<file path="src/rtl/wmin_pkg.sv">
// Package wmin_pkg
// Purpose: the lane geometry and the node record shared by the min-finder modules.
// Assumes: the lane count is a power of two.
package wmin_pkg;
    localparam int unsigned LANE_W   = 16;
    localparam int unsigned LANES    = 8;
    localparam int unsigned IDX_W    = $clog2(LANES);
    localparam int unsigned VEC_W    = LANE_W * LANES;
    localparam int unsigned LEVELS   = $clog2(LANES);

    typedef struct packed {
        logic [LANE_W-1:0] val;
        logic [IDX_W-1:0]  idx;
    } node_t;
endpackage

</file>
<file path="src/rtl/wmin_node.sv">
// Module wmin_node
// Purpose: one comparison node. It passes on the smaller of two candidates.
// Assumes: the left input always comes from lower-numbered lanes than the right input,
// so choosing the left input on a tie gives the lowest lane index.
module wmin_node
    import wmin_pkg::*;
(
    input  node_t lft,
    input  node_t rgt,
    output node_t win
);
    // Pick the right input only when it is strictly smaller.
    always_comb begin
        if (rgt.val < lft.val) win = rgt;
        else                   win = lft;
    end
endmodule

</file>
<file path="src/rtl/wmin_tree.sv">
// Module wmin_tree
// Purpose: a combinational pairwise reduction over every lane, giving the minimum and its index.
// Assumes: NL is a power of two; level 0 holds the lanes in ascending order.
module wmin_tree
    import wmin_pkg::*;
#(
    parameter int unsigned NL = LANES
) (
    input  logic [NL*LANE_W-1:0] vec,
    output node_t                best
);
    localparam int unsigned NLEV = $clog2(NL);

    // The levels are laid out flat: level l begins at offset 2*NL - (NL >> (l-1)).
    node_t nodes [2*NL-1];

    genvar g, lv;
    generate
        for (g = 0; g < NL; g++) begin : g_leaf
            // Turn each lane into a leaf node tagged with its lane number.
            always_comb begin
                nodes[g].val = vec[g*LANE_W +: LANE_W];
                nodes[g].idx = IDX_W'(g);
            end
        end
        for (lv = 1; lv <= NLEV; lv++) begin : g_lvl
            localparam int unsigned CNT  = NL >> lv;
            localparam int unsigned SRC  = 2*NL - (NL >> (lv-1)) * 2;
            localparam int unsigned DST  = 2*NL - (NL >> (lv-1));
            for (g = 0; g < CNT; g++) begin : g_cmp
                wmin_node u_node (
                    .lft (nodes[SRC + 2*g]),
                    .rgt (nodes[SRC + 2*g + 1]),
                    .win (nodes[DST + g])
                );
            end
        end
    endgenerate

    assign best = nodes[2*NL-2];
endmodule

</file>
<file path="src/rtl/word_min_finder.sv">
// Module word_min_finder
// Purpose: finds the unsigned minimum of the 16-bit lanes and its index, packed into a
// 128-bit result that is registered with one cycle of latency.
// Assumes: rst_n is synchronous and active low; the result holds while op_vld is low.
module word_min_finder
    import wmin_pkg::*;
(
    input  logic             clk,
    input  logic             rst_n,
    input  logic             op_vld,
    input  logic [VEC_W-1:0] op_data,
    output logic             res_vld,
    output logic [VEC_W-1:0] res_data
);
    node_t            best;
    logic [VEC_W-1:0] packed_res;

    wmin_tree #(.NL(LANES)) u_tree (
        .vec  (op_data),
        .best (best)
    );

    // Put the value in word 0 and the index in word 1; all other bits are zero.
    always_comb begin
        packed_res = '0;
        packed_res[LANE_W-1:0]             = best.val;
        packed_res[LANE_W +: IDX_W]        = best.idx;
    end

    // The valid flag follows op_vld by exactly one clock.
    always_ff @(posedge clk) begin
        if (!rst_n) res_vld <= 1'b0;
        else        res_vld <= op_vld;
    end

    // Capture a new result when op_vld is high; otherwise hold the old one.
    always_ff @(posedge clk) begin
        if (!rst_n)      res_data <= '0;
        else if (op_vld) res_data <= packed_res;
    end
endmodule

</file>
<file path="config.mk">
export PLATFORM = sky130hd
export DESIGN_NAME = word_min_finder
export DESIGN_NICKNAME = d
export VERILOG_FILES = /design/src/rtl/wmin_pkg.sv /design/src/rtl/wmin_node.sv /design/src/rtl/wmin_tree.sv /design/src/rtl/word_min_finder.sv
export SDC_FILE = /design/constraint.sdc
export NUM_CORES = 1
export LEC_CHECK = 0
export BUFFER_PORTS_ARGS = -buffer_cell sky130_fd_sc_hd__buf_2
export CAP_MARGIN = 20
export CORE_AREA = 2 2 121 123
export DETAILED_ROUTE_END_ITERATION = 8
export DIE_AREA = 0 0 123 125
export PLACE_DENSITY_LB_ADDON = 0.2
export SKIP_CTS_REPAIR_TIMING = 1
export SYNTH_ARGS = -nofsm -noshare
export SYNTH_HDL_FRONTEND = slang
export SYNTH_SLANG_ARGS = --single-unit
</file>
<file path="constraint.sdc">
create_clock -name clk -period 15.9 [get_ports clk]
set_input_delay 1.59 -clock clk [delete_from_list [all_inputs] [get_ports clk]]
set_output_delay 1.59 -clock clk [all_outputs]
set_load 0.1 [all_outputs]
</file>
**Yosys cells after proc, flatten, opt, wreduce, memory -nomap -nowiden**

Cells that the tools add are included.

- Bits in registers: 20
- Latch bits: 0
- Memory bits (writable): 0
- Bits in read-only memories: 0
- Input bits: 131
- Output and inout port bits: 129
- Memories kept: 0

- Add/subtract/negate cells: 0
- Multipliers: 0
- Div/mod/pow operators: 0
- $lt $le $gt $ge: 7
- Equality and inequality tests: 0
- Shifts and indexed selects: 0
- Mux-type cells: 7
- Bitwise operators: 0
- Reductions and logical operators: 0

Operators by type and width:

| kind | number |
|---|---|
| $mux W19 | 7 |
| $lt A16 B16 Y1 | 7 |

**Logic depth before layout (Yosys ltp)**

- Word-level depth: 6
- Gate-level depth with buffers: 34
- Mapped depth without buffers: 30

**Modules after synthesis**

From an unflattened synthesis, not the netlist that was laid out.

- Cell total of the unflattened synthesis: 665
- Area total of the unflattened synthesis: 6339.8 um^2

Modules (own cells, without submodules):

| module | instances | cells each | area each (um^2) | seq. area each (um^2) |
|---|---|---|---|---|
| wmin_node | 7 | 70 | 680.7 | 0.0 |
| word_min_finder | 1 | 173 | 1567.8 | 400.4 |
| wmin_tree | 1 | 2 | 7.5 | 0.0 |

**Worst setup path before layout**

Ideal clock, no wire load.

- Path type: input to register
- Start: input port op_data[73]
- End: register res_data[10]
- Setup time: 86 ps
- Data arrival time: 7619 ps
- Required time: 15814 ps
- Path slack: 8195 ps
- Cell stages on the path: 31
- Buffers on the path: 4
- Cell sequence: inv_1 > ha_1 > a21o_1 > a21o_1 > a221o_1 > a2111oi_4 > and2_0 > clkbuf_1 > clkbuf_1 > a21oi_1 > ha_1 > a21o_1 > a21o_1 > a21oi_1 > or4_1 > nand2_1 > clkbuf_1 > nand3_1 > and2_1 > ha_1 > a21o_1 > a21o_1 > a211oi_1 > o21ai_0 > a221o_1 > nor3_1 > o211a_1 > a31o_1 > buf_6 > a41oi_2 > o31ai_2

- Cells in the longest elaborated chain, start to end: 6

Ends and longest elaborated chain:

| what | RTL line | RTL |
|---|---|---|
| from (decl) | word_min_finder.sv:11 | `input logic [VEC_W-1:0] op_data,` |
| $lt A16 B16 Y1 | wmin_node.sv:14 | `if (rgt.val < lft.val) win = rgt;` |
| $mux W19 (*) | wmin_node.sv:14 |  |
| $lt A16 B16 Y1 | wmin_node.sv:14 |  |
| $mux W19 (*) | wmin_node.sv:14 |  |
| $lt A16 B16 Y1 | wmin_node.sv:14 |  |
| $mux W19 (*) | wmin_node.sv:14 |  |
| to (signal assigned) | word_min_finder.sv:39 | `else if (op_vld) res_data <= packed_res;` |
| to (decl) | word_min_finder.sv:13 | `output logic [VEC_W-1:0] res_data` |

Mark *: on every way between the ends. The rest lies on a longest branch, timed or not.
A chain may end at the register's enable or synchronous reset.

**Worst setup path after layout**

- Start: input port op_data[73]
- End: register res_data[7]

The elaborated chain is that of the path after synthesis.

==> summary.txt <==
Run status
  • Status: finished, final reports clean

Place
  • Area after DPL: 6310 um^2
  • GP Congestion: 0.935
  • PortBufs: 150
  • DPL Wire Length: 13500 um
  • Pre-CTS setup slack: 6.96 ns
  • Placed cells: 1099

Timing
  • Count of final max-slew check failures: 0
  • Worst slew margin: 0.357
  • RSZ-0062 raised after global routing: false
  • Final worst slack: 7.21 ns
  • Setup TNS: 0 ns
  • Post-layout min period: 8.69 ns
  • Fmax: 115 MHz
  • Final setup fails: 0
  • Post-Route Skew: 0 ns
  • Slew @ Worst Pin: 0.965 ns
  • Fin crit share: 0.547
  • WHS: 0.475 ns
  • Final hold vios: 0

Cells and area
  • Post-route core utilization: 0.451
  • Ratio of cells with drive above 1 in the final layout: 0.213
  • Register area: 400 um^2
  • Final nets: 1156
  • Commonest cells after routing, fill and taps aside: buf_2, conb_1, ha_1, inv_1, a21oi_1
  • Post-route cell area: 6400 um^2
  • Commonest non-fill, non-tap cell in the layout: buf_2
  • Layout Cells excl Fill: 1103
  • Footprint of the multi-input gates: 4550 um^2
  • N_diodes: 0
  • Area Overhead vs Synth: 9.50%
  • Fill cell instance count of the final layout: 1529

Clock tree
  • H-tree depth: 1
  • Clk sinks: 20
  • Clock tree buffer depth: 2
  • Clk Latency, worst-skew pair: 0.26 ns
  • CTS tree: built
  • Inserted Clock Buffers: 3
  • Root Driver: clkbuf_16
  • Reg clk slew, reported paths: 0.05 ns

Worst setup path
  • Critical Path AT: 8.87 ns
  • Kind of critical path: primary input to flip-flop
  • CP max stage cell: a221oi_1
  • Worst Path Max Fanout: 30
  • Delay-heaviest family, CP: compound AO/OA/AOI/OAI gates
  • WP data required: 16.08 ns
  • Worst Path Buf+Inv: 4
  • Slowest cell delay on critical path: 0.49 ns
  • Startpoint Class: primary input
  • Worst path most repeated cell: a21o_1
  • Worst setup EP type: flip-flop

Floorplanning
  • Die X: 123 um
  • CORE AREA: 14200 um^2
  • Die area: 15400 um^2
  • Initial Utilization: 0.412
  • # IOs: 260
  • Die height: 125 um
  • Row cnt: 44

Synth
  • Post-synthesis mux area share: 0.0293
  • Mapped Area: 5850 um^2
  • Main synth FF type: dfxtp_1
  • Mapped Cells: 790
  • Post-synth top area share: 0.223
  • EDFF count, synth: 0
  • Largest family of logic cells by synthesized area: compound AO/OA/AOI/OAI gates
  • Syn_area_per_cell: 7.40 um^2
  • Synth area leaders: ha_1, buf_4, dfxtp_1, inv_1, a21oi_1
  • Unique masters post-synth: 67
  • XOR/XNOR share of the synthesized area: 0
  • Area leader, netlist: ha_1
  • Asr flop ratio synth: 0
  • Register area share after synthesis: 0.0685
  • Synth Area in Compound Gates: 0.287
  • Fraction of the mapped netlist area in simple logic gates: 0.168
  • Yosys Warn Count: 0
  • Adder-cell area share of the yosys netlist: 0.223
  • Yosys reg bits: 20

Global route
  • Largest net degree at the start of global routing: 33
  • Initial antenna violation count: 0
  • First-pass GRT wire length: 24100 um
  • Total GRT Usage: 0.193
  • Vias in the first global route: 5120
  • Global route total overflow: 0

Routing
  • DR pass1 iterations: 5
  • Residual DRC: 0
  • Drt first-iter violations: 182
  • Final wirelength: 15300 um
  • Vias/cell: 4.96
  • Final ANT Viol Nets: 0
  • Vias: 5469
  • Routed length per placed instance: 13.9 um

Pwr
  • VDD IR max: 0.0931 mV
  • Pwr/cell area: 121 nW/um^2
  • Power after layout: 0.773 mW
  • Pleak: 3.51 nW

Flow run
  • Max cap viols: 0

Worst hold path
  • Hold Path Class: flip-flop to flip-flop
[final cells by class]
class / count / share of cell area
sequential: 20 / 0.0625
inverter: 96 / 0.0563
clock buffer: 3 / 0.0117
timing repair buffer: 154 / 0.123
tap: 184 / 0.0360
multi-input combinational: 646 / 0.710
[worst register-to-register path: stages, from the launching register on]
cell     delay [ns]
dfxtp_1        0.33
nor3b_1        0.15
a41oi_2        0.20
o31ai_2        0.09
[registers in the layout (all words and copies together), names as in the netlist]
signal,count
res_data,19
res_vld,1
[worst paths after layout]
| check | start | to | slack (ns) | cells after the start |
|---|---|---|---|---|
| max | op_data[73] | res_data[7] | 7.21 | 32 |
| min | res_data[17] | res_data[17] | 0.48 | 2 |
| max reg2reg | res_data[7] | res_data[7] | 15.01 | 3 |
| min reg2reg | res_data[17] | res_data[17] | 0.48 | 2 |
[cell usage after synthesis, drive strengths merged, types with 2 or more instances]
cell type,count
a2111oi,4
a211oi,5
a21boi,3
a21o,24
a21oi,67
a221o,3
a31o,3
a31oi,5
a41o,2
a41oi,16
and2,19
and3,7
and4,5
buf,122
clkbuf,14
dfxtp,20
ha,104
inv,95
mux2i,16
nand2,34
nand2b,3
nand3,23
nand4,14
nor2,55
nor2b,5
nor3,5
nor3b,16
o2111ai,2
o211ai,9
o21a,5
o21ai,48
o31a,2
o31ai,17
or2,2
[power breakdown]
group	switching, mW	total (mW)	internal (mW)
combinational	0.482	0.640	0.158
sequential	0.0107	0.0806	0.0699
clock	0.0191	0.0523	0.0332
total	0.512	0.773	0.261
[cells by family after synthesis]
kind of cell / Yosys count
other cells: 1
simple gates: 191
flops: 20
fa+ha+maj: 104
buf+inv: 232
mux: 17
compound gates: 225
[routing by layer]
layer  wire length, um  global-route usage  share of wire  vias to the layer above
met5                 0                   0              0                        -
met4                79              0.0241         0.0051                        0
met3               872             0.00730          0.057                        5
met2              7380               0.343           0.48                      167
met1              7010               0.265           0.46                     2441
li1                  -                   -              -                     2856
Note: power is estimated with default switching activity, not from simulation.
